===== config.mk =====
export PLATFORM = sky130hd
export DESIGN_NAME = ptg_timer
export DESIGN_NICKNAME = d
export VERILOG_FILES = /design/src/rtl/ptg_pkg.sv /design/src/rtl/ptg_req_filter.sv /design/src/rtl/ptg_lock_ctrl.sv /design/src/rtl/ptg_phase_fsm.sv /design/src/rtl/ptg_timer.sv
export SDC_FILE = /design/constraint.sdc
export NUM_CORES = 1
export LEC_CHECK = 0
export ABC_CLOCK_PERIOD_IN_PS = 3600
export BUFFER_PORTS_ARGS = -buffer_cell sky130_fd_sc_hd__buf_2
export CORE_MARGIN = 10
export CORE_UTILIZATION = 43
export CTS_CLUSTER_DIAMETER = 200
export DETAILED_ROUTE_END_ITERATION = 10
export GPL_TIMING_DRIVEN = 0
export PLACE_DENSITY_LB_ADDON = 0.12
export SLEW_MARGIN = 20
export SYNTH_ARGS = -nofsm -noshare
export SYNTH_HDL_FRONTEND = slang
export SYNTH_SLANG_ARGS = --single-unit

===== constraint.sdc =====
create_clock -name clk_i -period 3.6 [get_ports clk_i]
set_input_delay 0.18 -clock clk_i [delete_from_list [all_inputs] [get_ports clk_i]]
set_output_delay 0.18 -clock clk_i [all_outputs]
set_load 0.05 [all_outputs]

===== src/rtl/ptg_pkg.sv =====
package ptg_pkg;

  typedef enum logic [2:0] {
    PH_IDLE   = 3'd0,
    PH_RED    = 3'd1,
    PH_GREEN  = 3'd2,
    PH_GAP_RG = 3'd3,
    PH_GAP_GR = 3'd4
  } phase_e;

  typedef enum logic [1:0] {
    RQ_NONE  = 2'b00,
    RQ_WAIT  = 2'b01,
    RQ_EXT   = 2'b10,
    RQ_PLAIN = 2'b11
  } req_e;

  typedef enum logic [1:0] {
    LK_NONE  = 2'd0,
    LK_WAIT  = 2'd1,
    LK_PLAIN = 2'd2
  } lock_e;

endpackage


===== src/rtl/ptg_req_filter.sv =====
module ptg_req_filter
  import ptg_pkg::*;
(
  input  logic       clk_i,
  input  logic       rst_ni,
  input  logic       run_i,
  input  logic       step_mode_i,
  input  phase_e     phase_i,
  input  logic       lock_busy_i,
  input  logic       ext_used_i,
  input  logic [1:0] kind_i,
  input  logic       qual_red_i,
  input  logic       qual_green_i,
  output logic       acc_wait_o,
  output logic       acc_ext_o,
  output logic       acc_plain_o,
  output logic       conflict_o
);

  logic match, base, conflict_q;
  req_e kind;

  always_comb begin
    kind  = req_e'(kind_i);
    match = ((phase_i == PH_RED)   && qual_red_i   && !qual_green_i) ||
            ((phase_i == PH_GREEN) && qual_green_i && !qual_red_i);
    base  = run_i && !step_mode_i && match && !lock_busy_i;
    acc_wait_o  = base && (kind == RQ_WAIT);
    acc_plain_o = base && (kind == RQ_PLAIN);
    acc_ext_o   = base && (kind == RQ_EXT) && !ext_used_i;
  end

  always_ff @(posedge clk_i or negedge rst_ni) begin
    if (!rst_ni) conflict_q <= 1'b0;
    else         conflict_q <= qual_red_i && qual_green_i && (kind != RQ_NONE);
  end

  assign conflict_o = conflict_q;

  AST_CONFLICT_DROPS: assert property (@(posedge clk_i) disable iff (!rst_ni)
    (qual_red_i && qual_green_i) |-> !(acc_wait_o || acc_ext_o || acc_plain_o));

endmodule


===== src/rtl/ptg_lock_ctrl.sv =====
module ptg_lock_ctrl
  import ptg_pkg::*;
(
  input  logic clk_i,
  input  logic rst_ni,
  input  logic clear_i,
  input  logic acc_wait_i,
  input  logic acc_plain_i,
  input  logic done_i,
  input  logic unlock_i,
  output logic busy_o,
  output logic release_o
);

  lock_e lk_q, lk_d;

  always_comb begin
    release_o = (lk_q == LK_NONE) ||
                ((lk_q == LK_WAIT)  && done_i) ||
                ((lk_q == LK_PLAIN) && unlock_i);
    busy_o = (lk_q != LK_NONE);
    lk_d = lk_q;
    if (clear_i)          lk_d = LK_NONE;
    else if (acc_wait_i)  lk_d = LK_WAIT;
    else if (acc_plain_i) lk_d = LK_PLAIN;
    else if (release_o)   lk_d = LK_NONE;
  end

  always_ff @(posedge clk_i or negedge rst_ni) begin
    if (!rst_ni) lk_q <= LK_NONE;
    else         lk_q <= lk_d;
  end

  AST_WAIT_NEEDS_DONE: assert property (@(posedge clk_i) disable iff (!rst_ni)
    (lk_q == LK_WAIT && !done_i && !clear_i) |=> busy_o);

  AST_PLAIN_NEEDS_UNLOCK: assert property (@(posedge clk_i) disable iff (!rst_ni)
    (lk_q == LK_PLAIN && !unlock_i && !clear_i) |=> busy_o);

endmodule


===== src/rtl/ptg_phase_fsm.sv =====
module ptg_phase_fsm
  import ptg_pkg::*;
#(
  parameter int LEN_W = 8
) (
  input  logic             clk_i,
  input  logic             rst_ni,
  input  logic             run_i,
  input  logic             step_mode_i,
  input  logic             step_red_i,
  input  logic             step_green_i,
  input  logic [LEN_W-1:0] red_len_i,
  input  logic [LEN_W-1:0] green_len_i,
  input  logic [LEN_W-1:0] gap_len_i,
  input  logic [LEN_W-1:0] ext_len_i,
  input  logic             acc_ext_i,
  input  logic             new_lock_i,
  input  logic             release_i,
  output phase_e           phase_o,
  output logic             ext_used_o
);

  localparam int TW = LEN_W + 1;

  phase_e          ph_q, ph_d;
  logic [TW-1:0]   cnt_q, cnt_d, tgt_q, tgt_d, tgt_ext;
  logic [TW:0]     cnt_inc;
  logic            ext_q, ext_d;
  logic            elapsed, ends, strobe_ok;

  function automatic logic [TW-1:0] span(input logic [LEN_W-1:0] len);
    span = (len == '0) ? TW'(1) : TW'(len);
  endfunction

  always_comb begin
    tgt_ext   = acc_ext_i ? (tgt_q + TW'(ext_len_i)) : tgt_q;
    cnt_inc   = {1'b0, cnt_q} + (TW+1)'(1);
    elapsed   = cnt_inc >= {1'b0, tgt_ext};
    ends      = elapsed && release_i && !new_lock_i;
    strobe_ok = step_red_i ^ step_green_i;
    ph_d  = ph_q;
    cnt_d = cnt_q;
    tgt_d = tgt_q;
    ext_d = ext_q;
    if (!run_i) begin
      ph_d  = PH_IDLE;
      cnt_d = '0;
      tgt_d = '0;
      ext_d = 1'b0;
    end else if (ph_q == PH_IDLE) begin
      ph_d  = PH_RED;
      cnt_d = '0;
      tgt_d = span(red_len_i);
      ext_d = 1'b0;
    end else if (step_mode_i) begin
      if (strobe_ok) begin
        ph_d  = step_red_i ? PH_RED : PH_GREEN;
        cnt_d = '0;
        tgt_d = span(step_red_i ? red_len_i : green_len_i);
        ext_d = 1'b0;
      end
    end else if (ph_q == PH_RED || ph_q == PH_GREEN) begin
      tgt_d = tgt_ext;
      if (acc_ext_i) ext_d = 1'b1;
      if (ends) begin
        cnt_d = '0;
        ext_d = 1'b0;
        if (gap_len_i != '0) begin
          ph_d  = (ph_q == PH_RED) ? PH_GAP_RG : PH_GAP_GR;
          tgt_d = TW'(gap_len_i);
        end else begin
          ph_d  = (ph_q == PH_RED) ? PH_GREEN : PH_RED;
          tgt_d = span((ph_q == PH_RED) ? green_len_i : red_len_i);
        end
      end else if (!elapsed) begin
        cnt_d = cnt_inc[TW-1:0];
      end
    end else begin
      // idle gap between phases
      if (cnt_inc >= {1'b0, tgt_q}) begin
        ph_d  = (ph_q == PH_GAP_RG) ? PH_GREEN : PH_RED;
        cnt_d = '0;
        tgt_d = span((ph_q == PH_GAP_RG) ? green_len_i : red_len_i);
      end else begin
        cnt_d = cnt_inc[TW-1:0];
      end
    end
  end

  always_ff @(posedge clk_i or negedge rst_ni) begin
    if (!rst_ni) begin
      ph_q  <= PH_IDLE;
      cnt_q <= '0;
      tgt_q <= '0;
      ext_q <= 1'b0;
    end else begin
      ph_q  <= ph_d;
      cnt_q <= cnt_d;
      tgt_q <= tgt_d;
      ext_q <= ext_d;
    end
  end

  assign phase_o    = ph_q;
  assign ext_used_o = ext_q;

  AST_TGT_NONZERO: assert property (@(posedge clk_i) disable iff (!rst_ni)
    (ph_q == PH_RED || ph_q == PH_GREEN) |-> (tgt_q != '0));

  AST_CNT_BOUND: assert property (@(posedge clk_i) disable iff (!rst_ni)
    (ph_q == PH_RED || ph_q == PH_GREEN) |-> (cnt_q < tgt_q));

endmodule


===== src/rtl/ptg_timer.sv =====
module ptg_timer
  import ptg_pkg::*;
#(
  parameter int LEN_W = 8
) (
  input  logic             clk_i,
  input  logic             rst_ni,
  input  logic             run_i,
  input  logic [LEN_W-1:0] red_len_i,
  input  logic [LEN_W-1:0] green_len_i,
  input  logic [LEN_W-1:0] gap_len_i,
  input  logic [LEN_W-1:0] ext_len_i,
  input  logic [1:0]       req_kind_i,
  input  logic             req_red_i,
  input  logic             req_green_i,
  input  logic             done_i,
  input  logic             unlock_i,
  input  logic             step_mode_i,
  input  logic             step_red_i,
  input  logic             step_green_i,
  output logic             red_o,
  output logic             green_o,
  output logic             conflict_o
);

  phase_e phase;
  logic   ext_used, lk_busy, lk_release;
  logic   acc_wait, acc_ext, acc_plain;

  ptg_req_filter u_filter (
    .clk_i        (clk_i),
    .rst_ni       (rst_ni),
    .run_i        (run_i),
    .step_mode_i  (step_mode_i),
    .phase_i      (phase),
    .lock_busy_i  (lk_busy),
    .ext_used_i   (ext_used),
    .kind_i       (req_kind_i),
    .qual_red_i   (req_red_i),
    .qual_green_i (req_green_i),
    .acc_wait_o   (acc_wait),
    .acc_ext_o    (acc_ext),
    .acc_plain_o  (acc_plain),
    .conflict_o   (conflict_o)
  );

  ptg_lock_ctrl u_lock (
    .clk_i       (clk_i),
    .rst_ni      (rst_ni),
    .clear_i     (!run_i || step_mode_i),
    .acc_wait_i  (acc_wait),
    .acc_plain_i (acc_plain),
    .done_i      (done_i),
    .unlock_i    (unlock_i),
    .busy_o      (lk_busy),
    .release_o   (lk_release)
  );

  ptg_phase_fsm #(.LEN_W(LEN_W)) u_fsm (
    .clk_i        (clk_i),
    .rst_ni       (rst_ni),
    .run_i        (run_i),
    .step_mode_i  (step_mode_i),
    .step_red_i   (step_red_i),
    .step_green_i (step_green_i),
    .red_len_i    (red_len_i),
    .green_len_i  (green_len_i),
    .gap_len_i    (gap_len_i),
    .ext_len_i    (ext_len_i),
    .acc_ext_i    (acc_ext),
    .new_lock_i   (acc_wait || acc_plain),
    .release_i    (lk_release),
    .phase_o      (phase),
    .ext_used_o   (ext_used)
  );

  assign red_o   = (phase == PH_RED);
  assign green_o = (phase == PH_GREEN);

  AST_RUN_OFF: assert property (@(posedge clk_i) disable iff (!rst_ni)
    !run_i |=> (!red_o && !green_o));

  AST_HELD_STABLE: assert property (@(posedge clk_i) disable iff (!rst_ni)
    (run_i && !step_mode_i && lk_busy && !lk_release) |=> $stable(phase));

  AST_STEP_HOLD: assert property (@(posedge clk_i) disable iff (!rst_ni)
    (run_i && step_mode_i && !(step_red_i ^ step_green_i) && phase != PH_IDLE)
      |=> $stable(phase));

  AST_STEP_RED: assert property (@(posedge clk_i) disable iff (!rst_ni)
    (run_i && step_mode_i && step_red_i && !step_green_i && phase != PH_IDLE)
      |=> red_o);

endmodule


# Word level (Yosys, flattened, before mapping)
# Cells that the tools add are included.
# Widths: inputs -> output; s select.
[word_totals]
reg_bits = 25
word_cells = 116
[classes]
add_sub_neg = 2
order_cmp = 2
eq_ne = 14
muxes = 47
bitwise_logic = 1
n_reduce_logical = 44
[ops]
columns = ["cell", "n"]
rows = [
  ["$mux 9", 17],
  ["$mux 8", 7],
  ["$logic_not 8->1", 4],
  ["$mux 3", 9],
  ["$ge 10x9->1", 2],
  ["$logic_and 1x1->1", 17],
  ["$mux 2", 7],
  ["$add 9x1->10 const B", 1],
  ["$ne 5x1->1 const B", 2],
  ["$add 9x8->9", 1],
  ["$reduce_bool 8->1", 1],
  ["$logic_not 1->1", 7],
  ["$mux 1", 7],
  ["$eq 2x2->1 const B", 3],
  ["$eq 3x2->1 const B", 2],
  ["$logic_or 1x1->1", 6],
  ["$ne 6x6->1 const B", 1],
  ["$reduce_and 3->1", 2],
  ["$ne 5x3->1 const B", 1],
  ["$eq 2x1->1 const B", 2],
  ["$ne 4x1->1 const B", 1],
  ["$ne 4x2->1 const B", 1],
  ["$reduce_and 2->1", 2],
  ["$reduce_bool 2->1", 2],
  ["other kinds (5)", 5],
]

# Depth between registers and ports, before layout
# Gate-level depths: netlist of the first run.
[depth]
word_depth = 17
mapped_depth = 16
depth_no_buf = 15

# Hierarchy
# Synthesis of the first run repeated with hierarchy kept, for this count alone.
[hier_totals]
hier_cells = 376
hier_area_um2 = 3034.2
[by_module_without_submodules]
columns = ["module", "n_inst", "cells_per_inst", "area_per_inst_um2"]
rows = [
  ["ptg_phase_fsm", 1, 347, 2761.4],
  ["ptg_req_filter", 1, 13, 128.9],
  ["ptg_lock_ctrl", 1, 12, 116.4],
  ["ptg_timer", 1, 4, 27.5],
]

# Least setup slack after synthesis of the first run
# No wires, ideal clock.
[synth_path]
path_type = "register to register"
start = "register u_fsm.tgt_q[0]"
end = "register u_fsm.ph_q[1], in the netlist u_fsm.phase_o[1]"
setup_time_ns = 0.125
arrival_ns = 3.400
setup_slack_ns = 0.076
stages_incl_launch_ff = 16
path_buffers = 1
cell_sequence = "dfrtp_1 -> ha_1 -> fa_1 -> a211oi_1 -> o21ai_0 -> a31o_2 -> a21oi_1 -> nor2_1 -> xnor2_1 -> ha_1 -> and3_1 -> a21oi_2 -> buf_6 -> nor2_1 -> o21ai_1 -> mux2_2"
[synth_between]
elab_chain_len = 7
[synth_lines]
columns = ["element", "line_no", "source"]
rows = [
  ["from (decl)", "ptg_phase_fsm.sv:26", "logic [TW-1:0] cnt_q, cnt_d, tgt_q, tgt_d, tgt_ext;"],
  ["from (signal assigned)", "ptg_phase_fsm.sv:99", "tgt_q <= tgt_d;"],
  ["$add 9x8->9", "ptg_phase_fsm.sv:36", "tgt_ext = acc_ext_i ? (tgt_q + TW'(ext_len_i)) : tgt_q;"],
  ["$mux 9", "ptg_phase_fsm.sv:36", ""],
  ["$ge 10x9->1", "ptg_phase_fsm.sv:38", "elapsed = cnt_inc >= {1'b0, tgt_ext};"],
  ["$logic_and 1x1->1 (2 in a row)", "ptg_phase_fsm.sv:39", "ends = elapsed && release_i && !new_lock_i;"],
  ["$ne 5x3->1 (no source line)", "n/a", ""],
  ["$reduce_and 3->1 (no source line) *", "n/a", ""],
  ["to (signal assigned)", "ptg_phase_fsm.sv:97", "ph_q <= ph_d;"],
  ["to (decl)", "ptg_phase_fsm.sv:25", "phase_e ph_q, ph_d;"],
]
# Mark *: on every way between the ends. The rest lies on a longest branch, timed or not.
# A chain may end at the register's enable or synchronous reset.

# Final worst setup path of the first run
[layout_path]
start = "register u_fsm.ph_q[2], in the netlist u_fsm.phase_o[2]"
end = "register u_fsm.tgt_q[1]"
[layout_between]
elab_chain_len = 17
[layout_lines]
columns = ["element", "line_no", "source"]
rows = [
  ["$eq 3x1->1 / $eq 3x2->1 (equally long branches)", "n/a", ""],
  ["$logic_and 1x1->1, on equally long branches (2 in a row)", "ptg_req_filter.sv:25, ptg_req_filter.sv:26", ""],
  ["$logic_or 1x1->1", "ptg_req_filter.sv:25", "match = ((phase_i == PH_RED) && qual_red_i && !qual_green_i) ||"],
  ["$logic_and 1x1->1 (2 in a row)", "ptg_req_filter.sv:27", "base = run_i && !step_mode_i && match && !lock_busy_i;"],
  ["$logic_and 1x1->1 (2 in a row)", "ptg_req_filter.sv:30", "acc_ext_o = base && (kind == RQ_EXT) && !ext_used_i;"],
  ["$mux 9", "ptg_phase_fsm.sv:36", ""],
  ["$ge 10x9->1", "ptg_phase_fsm.sv:38", ""],
  ["$logic_and 1x1->1 (2 in a row)", "ptg_phase_fsm.sv:39", ""],
  ["$mux 9", "ptg_phase_fsm.sv:65", "if (ends) begin"],
  ["$mux 9", "ptg_phase_fsm.sv:62", "end else if (ph_q == PH_RED || ph_q == PH_GREEN) begin"],
  ["$mux 9", "ptg_phase_fsm.sv:55", "end else if (step_mode_i) begin"],
  ["$mux 9", "ptg_phase_fsm.sv:50", "end else if (ph_q == PH_IDLE) begin"],
  ["$mux 9", "ptg_phase_fsm.sv:45", "if (!run_i) begin"],
]
# Parallel ways exist; a longest one is shown, timed or not. The select of a mux whose other input is x is not followed.

==> results of run 1 <==
## path summary, 6_finish.rpt
check / slack (ns) / from / endpoint / cells after the start
min reg2reg: 0.55 / u_fsm.cnt_q[1] / u_fsm.cnt_q[1] / 1
max: 0.01 / u_fsm.phase_o[2] / u_fsm.tgt_q[1] / 13
max in group asynchronous: 2.73 / rst_ni / u_fsm.tgt_q[1] / 2
min in group asynchronous: 0.45 / rst_ni / u_fsm.tgt_q[2] / 2
max reg2reg: 0.01 / u_fsm.phase_o[2] / u_fsm.tgt_q[1] / 13
min: 0.13 / req_green_i / u_filter.conflict_o / 2
## cell usage in the layout, fill, tap and decap left out, types with 6 or more instances in the layout
master	count
o22ai_1	7
mux2i_1	15
buf_4	20
xnor2_1	9
a21oi_1	14
buf_2	49
a22o_1	8
a21o_1	13
a31oi_1	6
nor2_1	29
o21ai_0	19
clkbuf_1	8
nand3_1	6
ha_1	27
inv_1	17
nand2_1	25
nand2b_1	7
o211ai_1	7
dfrtp_1	25
## cells in the mapped netlist (4+ instances only)
library cell,n,area share (%)
nor2b_1,5,1.0
nand3_1,6,1.0
nor4_1,6,1.3
mux2_2,6,2.3
inv_1,17,2.1
xor2_1,6,1.8
o22ai_1,7,1.5
o211ai_1,7,1.8
ha_1,28,12
and3_1,5,1.0
a22o_1,8,2.3
o311ai_0,4,1.2
nand2_1,25,3.1
xnor2_1,9,2.6
a21oi_1,18,3.0
o21ai_0,25,4.2
a21o_1,13,3.3
clkbuf_1,8,1.0
nor3_1,5,0.84
nand4_1,5,1.0
mux2i_1,15,5.0
or4_1,4,1.0
a31oi_1,6,1.3
nand2b_1,7,1.5
nor2_1,30,3.8
dfrtp_1,25,21
buf_2,4,0.67
## critical path, delay by kind of cell (launching register included)
kind | cells | cell delay, ns
simple gates | 6 | 1.55
compound gates | 5 | 0.93
flops | 1 | 0.44
fa+ha+maj | 1 | 0.32
buf+inv | 1 | 0.21
## stage by stage
stage	power, mW	TNS [ns]
after floorplan	1.36	0
after global placement	1.68	-5.23
after detailed placement	1.70	-6.14
after CTS	2.06	-0.0225
after global routing	2.30	-1.90
final	2.13	0
## layout make-up
class	count	area [sq um]	area share [%]
plain buffers	16	87.6	2.40
clock buffers	3	41.3	1.13
clock inverters	1	7.51	0.206
inverters	17	63.8	1.75
multi-input cells	301	2360	64.5
flip-flops and latches	25	626	17.1
well taps	80	100	2.74
repair buffers	64	370	10.1
## cells by family after synthesis
| kind of cell | count (synthesis) | synth area share (%) |
|---|---|---|
| flops | 25 | 20.9 |
| xor+xnor | 15 | 4.40 |
| mux | 21 | 7.29 |
| fa+ha+maj | 29 | 12.4 |
| simple gates | 116 | 20.9 |
| compound gates | 120 | 29.0 |
| buf+inv | 33 | 5.07 |
## power groups by stage
stage	clock network (mW)	registers, mW	logic, mW
3_5_place_dp	0	0.393	1.31
5_1_grt	0.200	0.394	1.71
3_3_place_gp	0	0.391	1.29
4_1_cts	0.189	0.386	1.48
6_report	0.185	0.387	1.56
2_1_floorplan	0	0.380	0.979
## metal layers
layer	global-route usage [%]	share of wire, %	vias up	routed length [um]
li1	-	-	1500	-
met1	23.6	48	1425	4370
met2	28.4	47	69	4270
met3	2.33	4.9	4	450
met4	2.46	0.68	0	62
met5	0	0	-	0
## sequential cells by signal, summed over array words and instances, names as in the netlist
name                 flops
u_fsm.cnt_q              9
u_fsm.tgt_q              9
u_fsm.phase_o            3
u_lock.lk_q              2
u_filter.conflict_o      1
u_fsm.ext_used_o         1
## timing repair
item | CTS | global route
hold buffers | 1 | 0
endpoints found under the hold margin | 25 | 0
resized for setup | 19 | 17
pin swaps | 21 | 15
buffers inserted | 13 | 5
setup endpoints to repair | 20 | 22
==> impl_metrics.yaml, run 1 <==
status:
  status: "completed"
worst_setup_path:
  startpoint_type: "register"
  cp_cell_sequence: "buf_2 > nor4_1 > nand4b_1 > nand2_1 > nand2_1 > ha_1 > nand2b_1 > a31oi_1 > o21ai_2 > a21oi_4 > or4_4 > a311oi_2 > o22ai_1"
  endpoint_kind: "register"
  crit_fanout: 10
  critPathRequiredTime_ns: 3.75
  path_common_cell: "nand2_1"
  slowest_stage: "or4_4"
  arrival_ns: 3.74
  cpPeakStageDelay_ns: 0.52
  path_class: "reg2reg"
drt:
  drt_wl_total_um: 9150
  vias_per_cell: 5.91
  wl_per_cell_um: 18.0
  firstDrtPassIters: 4
  postRouteAntennaNets: 0
  drt_iter0_markers: 205
  drc_errors: 0
  via_count: 2998
synthesis:
  synth.avg_cell_area_sq_um: 8.32
  synth_top_flop_cell: "dfrtp_1"
  yosys_warnings: 0
  synth_async_sr_flop_share_pct: 100
  ys_seq_elements: 25
  syn_area_sq_um: 2990
  synth_edf_count: 0
  syn-instance-count: 359
  yosysUniqueCellTypes: 62
  synth_nets: 432
  yosysSeqAreaShare_pct: 20.9
floorplan:
  core-area_sq_um: 6760
  die_h_um: 103
  dieArea_sq_um: 10700
  start_util_pct: 44.2
  io-pin-count: 47
  num_rows: 30
  die_w_um: 103
global_route:
  grt_antenna_before_repair: 0
  grt_pass1_vias: 2958
  grtUsageTotal_pct: 17.1
  grt-ovfl-total: 0
  grt_pass1_wl_um: 14800
  grt_max_degree: 26
placed_design:
  routabilityCongestion: 0.914
  post-place-ws_ns: -0.467
  dp.cells: 484
  io_buffers: 45
  hpwl_um: 7220
  postPlaceCellArea_sq_um: 3310
finish:
  utilization_pct: 54.1
  drive_gt1_share_pct: 28.3
  antenna_cells: 0
  fillCellCount: 658
  final_area_sq_um: 3650
  syn2layout_area_growth_pct: 22.2
  layout.nets: 501
  instances_no_fill: 507
timing:
  tightest_slew_ns: 0.645
  finalMaxSlewViolations: 0
  clock.fmax_ghz: 0.279
  finalSetupViolCount: 0
  hold_ws_ns: 0.132
  max_slew_margin_pct: 57.0
  post-route-min-period_ns: 3.59
  setup_ws_ns: 0.00991
  skew_ns: 0.00966
  rsz0062_at_grt: "true"
  finalCritPeriodShare_pct: 99.7
  finalHoldViolations: 0
power:
  power_density_nw_per_um2: 584
  ir_drop_mv: 0.348
  switching_share_pct: 49.2
  p_seq_share_pct: 18.1
  p_sw_mw: 1.05
  combPwrFrac_pct: 73.2
  pwr-share-clk_pct: 8.7
  p_int_mw: 1.08
  p_leak_nw: 1.68
clocking:
  clk_latency_ns: 0.28
  cts_buffer_depth: 2
  cts_tree: "done"
  cts-root-buf: "clkbuf_8"
  cts.sinks: 25
  numCtsBuffers: 3
  htree_num_levels: 1
  path_clk_slew_ns: 0.11
min_path:
  holdCritPathClass: "in2reg"
job:
  maxCapViolations: 0
Power figures use the tool's default switching activity.
==> run 2: changes to the inputs <==
CTS_CLUSTER_SIZE = 30   (was not set)
SYNTH_HIERARCHICAL = 1   (was not set)
==> run 2 against run 1 <==
The flow now finishes with violations (negative setup slack). Register-to-register slack worse by 0.24 ns. Combinational power up 5%. Maximum frequency down 6.2%. Sequential cell count unchanged. Highest routed layer unchanged. Clock power down 5%. Synthesized area up 1.5%. Critical endpoint is now u_fsm/cnt_q[6]. Critical path type unchanged. Worst hold slack better by 0.014 ns.
==> impl_metrics.yaml, run 2 <==
status:
  status: "finished, violations left"
  failed_checks: "negative setup slack"
global_route:
  grt_pass1_wl_um: 14900
  grt_pass1_vias: 3116
  grt_util_met1_pct: 21.6
  top_usage_layer: "met2"
  use_met3_pct: 2.91
  grtUsageTotal_pct: 16.1
  grt-ovfl-total: 0
  grt_antenna_before_repair: 0
  grt_max_degree: 26
  met2_usage_pct: 25.9
floorplan:
  start_util_pct: 44.4
  dieArea_sq_um: 10800
  core-area_sq_um: 6830
  die_h_um: 104
  die_w_um: 104
  num_rows: 30
  io-pin-count: 47
power:
  p_seq_share_pct: 18.1
  pwr-share-clk_pct: 7.9
  ir_drop_mv: 0.320
  p_leak_nw: 1.73
  combPwrFrac_pct: 74.0
  power_density_nw_per_um2: 575
  switching_share_pct: 48.1
  p_sw_mw: 1.07
  p_int_mw: 1.15
min_path:
  holdCritPathClass: "in2reg"
synthesis:
  ys_top_cells_by_count: "nor2_1 (35), ha_1 (28), a21oi_1 (27), dfrtp_1 (25), nand2_1 (25)"
  syn_area_sq_um: 3030
  yosysMostFrequentCell: "nor2_1"
  yosys.area_share.adder_pct: 12.2
  yosys_warnings: 6
  synth_top_flop_cell: "dfrtp_1"
  synth.avg_cell_area_sq_um: 8.07
  synth_top_family_by_area: "compound AO/OA/AOI/OAI gates"
  synth-simple-area-share_pct: 23.3
  synth_compound_area_share_pct: 28.2
  synth_edf_count: 0
  synth_nets: 449
  synth_async_sr_flop_share_pct: 100
  synth_xor_area_share_pct: 4.04
  post-synth-top-area-cell: "dfrtp_1"
  netlist_top_cells_area: "dfrtp_1 (21%), ha_1 (12%), mux2i_1 (5.6%)"
  yosysUniqueCellTypes: 66
  yosysSeqAreaShare_pct: 20.6
  syn-instance-count: 376
  yosys.area.top_type_share_pct: 20.6
  synth_mux_area_share_pct: 6.72
  ys_seq_elements: 25
worst_setup_path:
  cpPeakStageDelay_ns: 0.44
  crit_path_end: "u_fsm/cnt_q[6]"
  critPathRequiredTime_ns: 3.82
  cp_cell_sequence: "ha_4 > fa_2 > a211oi_2 > o21bai_1 > a21oi_2 > xnor2_2 > a21oi_1 > ha_1 > a21o_1 > a221oi_2 > o21ai_2 > a2111o_1 > a21o_4 > clkbuf_16 > nor4_4 > a21o_1"
  worstRegToRegCells: 16
  crit_fanout: 7
  path_buf_inv: 1
  startpoint: "u_fsm/tgt_q[0]"
  reg2reg_setup_slack_ns: -0.23
  startpoint_type: "register"
  path_common_cell: "a21o_1"
  path_class: "reg2reg"
  endpoint_kind: "register"
  crit_family: "compound AO/OA/AOI/OAI gates"
  r2r_end: "u_fsm/cnt_q[6]"
  r2r_start: "u_fsm/tgt_q[0]"
  arrival_ns: 4.04
  slowest_stage: "dfrtp_1"
  cp.depth: 16
timing:
  finalSetupViolCount: 20
  rsz0062_at_grt: "true"
  finalMaxSlewViolations: 0
  setup_ws_ns: -0.227
  finalHoldViolations: 0
  post-route-min-period_ns: 3.83
  tightest_slew_ns: 0.948
  finalCritPeriodShare_pct: 106
  skew_ns: 0.00114
  clock.fmax_ghz: 0.261
  max_slew_margin_pct: 36.3
  hold_ws_ns: 0.146
placed_design:
  hpwl_um: 7220
  routabilityCongestion: 0.890
  post-place-ws_ns: -0.479
  io_buffers: 45
  postPlaceCellArea_sq_um: 3420
finish:
  antenna_cells: 0
  drive_gt1_share_pct: 27.4
  final_area_sq_um: 3860
  layout.nets: 520
  final_common_cell: "buf_2"
  syn2layout_area_growth_pct: 27.3
  final_cell_mix: "buf_2 (50), nor2_1 (32), ha_1 (26)"
drt:
  postRouteAntennaNets: 0
  firstDrtPassIters: 4
  drt_iter0_markers: 200
  wl_per_cell_um: 16.9
  drt_wl_total_um: 9160
  via_count: 3172
  vias_per_cell: 5.85
  drc_errors: 0
clocking:
  cts.sinks: 25
  cts-root-buf: "clkbuf_8"
  path_clk_slew_ns: 0.09
  cts_tree: "done"
  clk_latency_ns: 0.27
  htree_num_levels: 1
  numCtsBuffers: 3
  cts_buffer_depth: 2
job:
  maxCapViolations: 0
## run 2: cell types whose count changed in the layout (fill, tap and decap cells not counted), sizes merged, moves of 4 or more
cell,change
nor2,+4
nor3b,+6
nand2b,+5
o211ai,-6
o2111ai,-4
a21oi,+7
a2111oi,+4
clkbuf,+4
or4,-4
## run 2: layer usage
layer / wire length [um] / vias to the layer above
li1: - / 1557
met1: 4420 / 1529
met2: 4200 / 75
met3: 426 / 11
met4: 116 / 0
met5: 0 / -
## run 2: cells by family after synthesis
logic type               Yosys count
XOR/XNOR                          14
buffers and inverters             35
flip-flops                        25
AND/OR/NAND/NOR                  129
adder cells (fa/ha/maj)           29
multiplexers                      20
AO/OA/AOI/OAI                    124
## run 2: worst reg2reg max path, cell delays in order (launching register included)
cell and delay [ns]:
dfrtp_1 0.44, ha_4 0.19, fa_2 0.40, a211oi_2 0.23, o21bai_1 0.11, a21oi_2 0.24, xnor2_2 0.15, a21oi_1 0.09
ha_1 0.29, a21o_1 0.18, a221oi_2 0.29, o21ai_2 0.13, a2111o_1 0.39, a21o_4 0.25, clkbuf_16 0.17, nor4_4 0.12
a21o_1 0.11
## run 2: worst min path at each step
stage,startpoint,cells past startpoint,end,slack (ns)
global route,req_kind_i[1],2,u_filter/conflict_o,0.17
global placement,rst_ni,1,u_fsm/cnt_q[0],0.23
detailed placement,rst_ni,1,u_fsm/cnt_q[0],0.23
floorplan,rst_ni,0,u_filter/conflict_o,-0.12
CTS,req_kind_i[1],2,u_filter/conflict_o,0.14
finish,req_kind_i[1],2,u_filter/conflict_o,0.15
## run 2: stage by stage
stage               setup TNS (ns)  std cells  util (%)  total power [mW]
CTS                          -1.89        540      55.0              2.14
finish                       -2.98        542      56.5              2.22
global placement             -7.67        517      50.1              1.72
detailed placement           -8.63        517      50.1              1.74
global route                 -6.83        542      56.5              2.40
floorplan                        0        376         -              1.41
## run 2: cell type report
class                           count  area, sq um
Buffer                             16          116
Clock buffer                        4         45.0
Timing Repair Buffer               66          424
Inverter                           19         71.3
Multi-Input combinational cell    316         2460
Fill cell                         685         2970
Tap cell                           96          120
Sequential cell                    25          626
## run 2: what timing repair did
| action | CTS | global route |
|---|---|---|
| gates resized for setup | 28 | 16 |
| hold buffers | 1 | 0 |
| setup buffers | 16 | 1 |
| setup endpoints to repair | 22 | 22 |
| gates cloned | 2 | 1 |
| pin swaps | 22 | 8 |
| hold endpoints to repair | 25 | 0 |
## run 2: power by group through the flow
stage	sequential [mW]	clock, mW	combinational [mW]
final	0.402	0.175	1.64
after detailed placement	0.404	0	1.33
after global placement	0.402	0	1.32
after CTS	0.399	0.183	1.55
after floorplan	0.385	0	1.02
after global routing	0.410	0.195	1.79
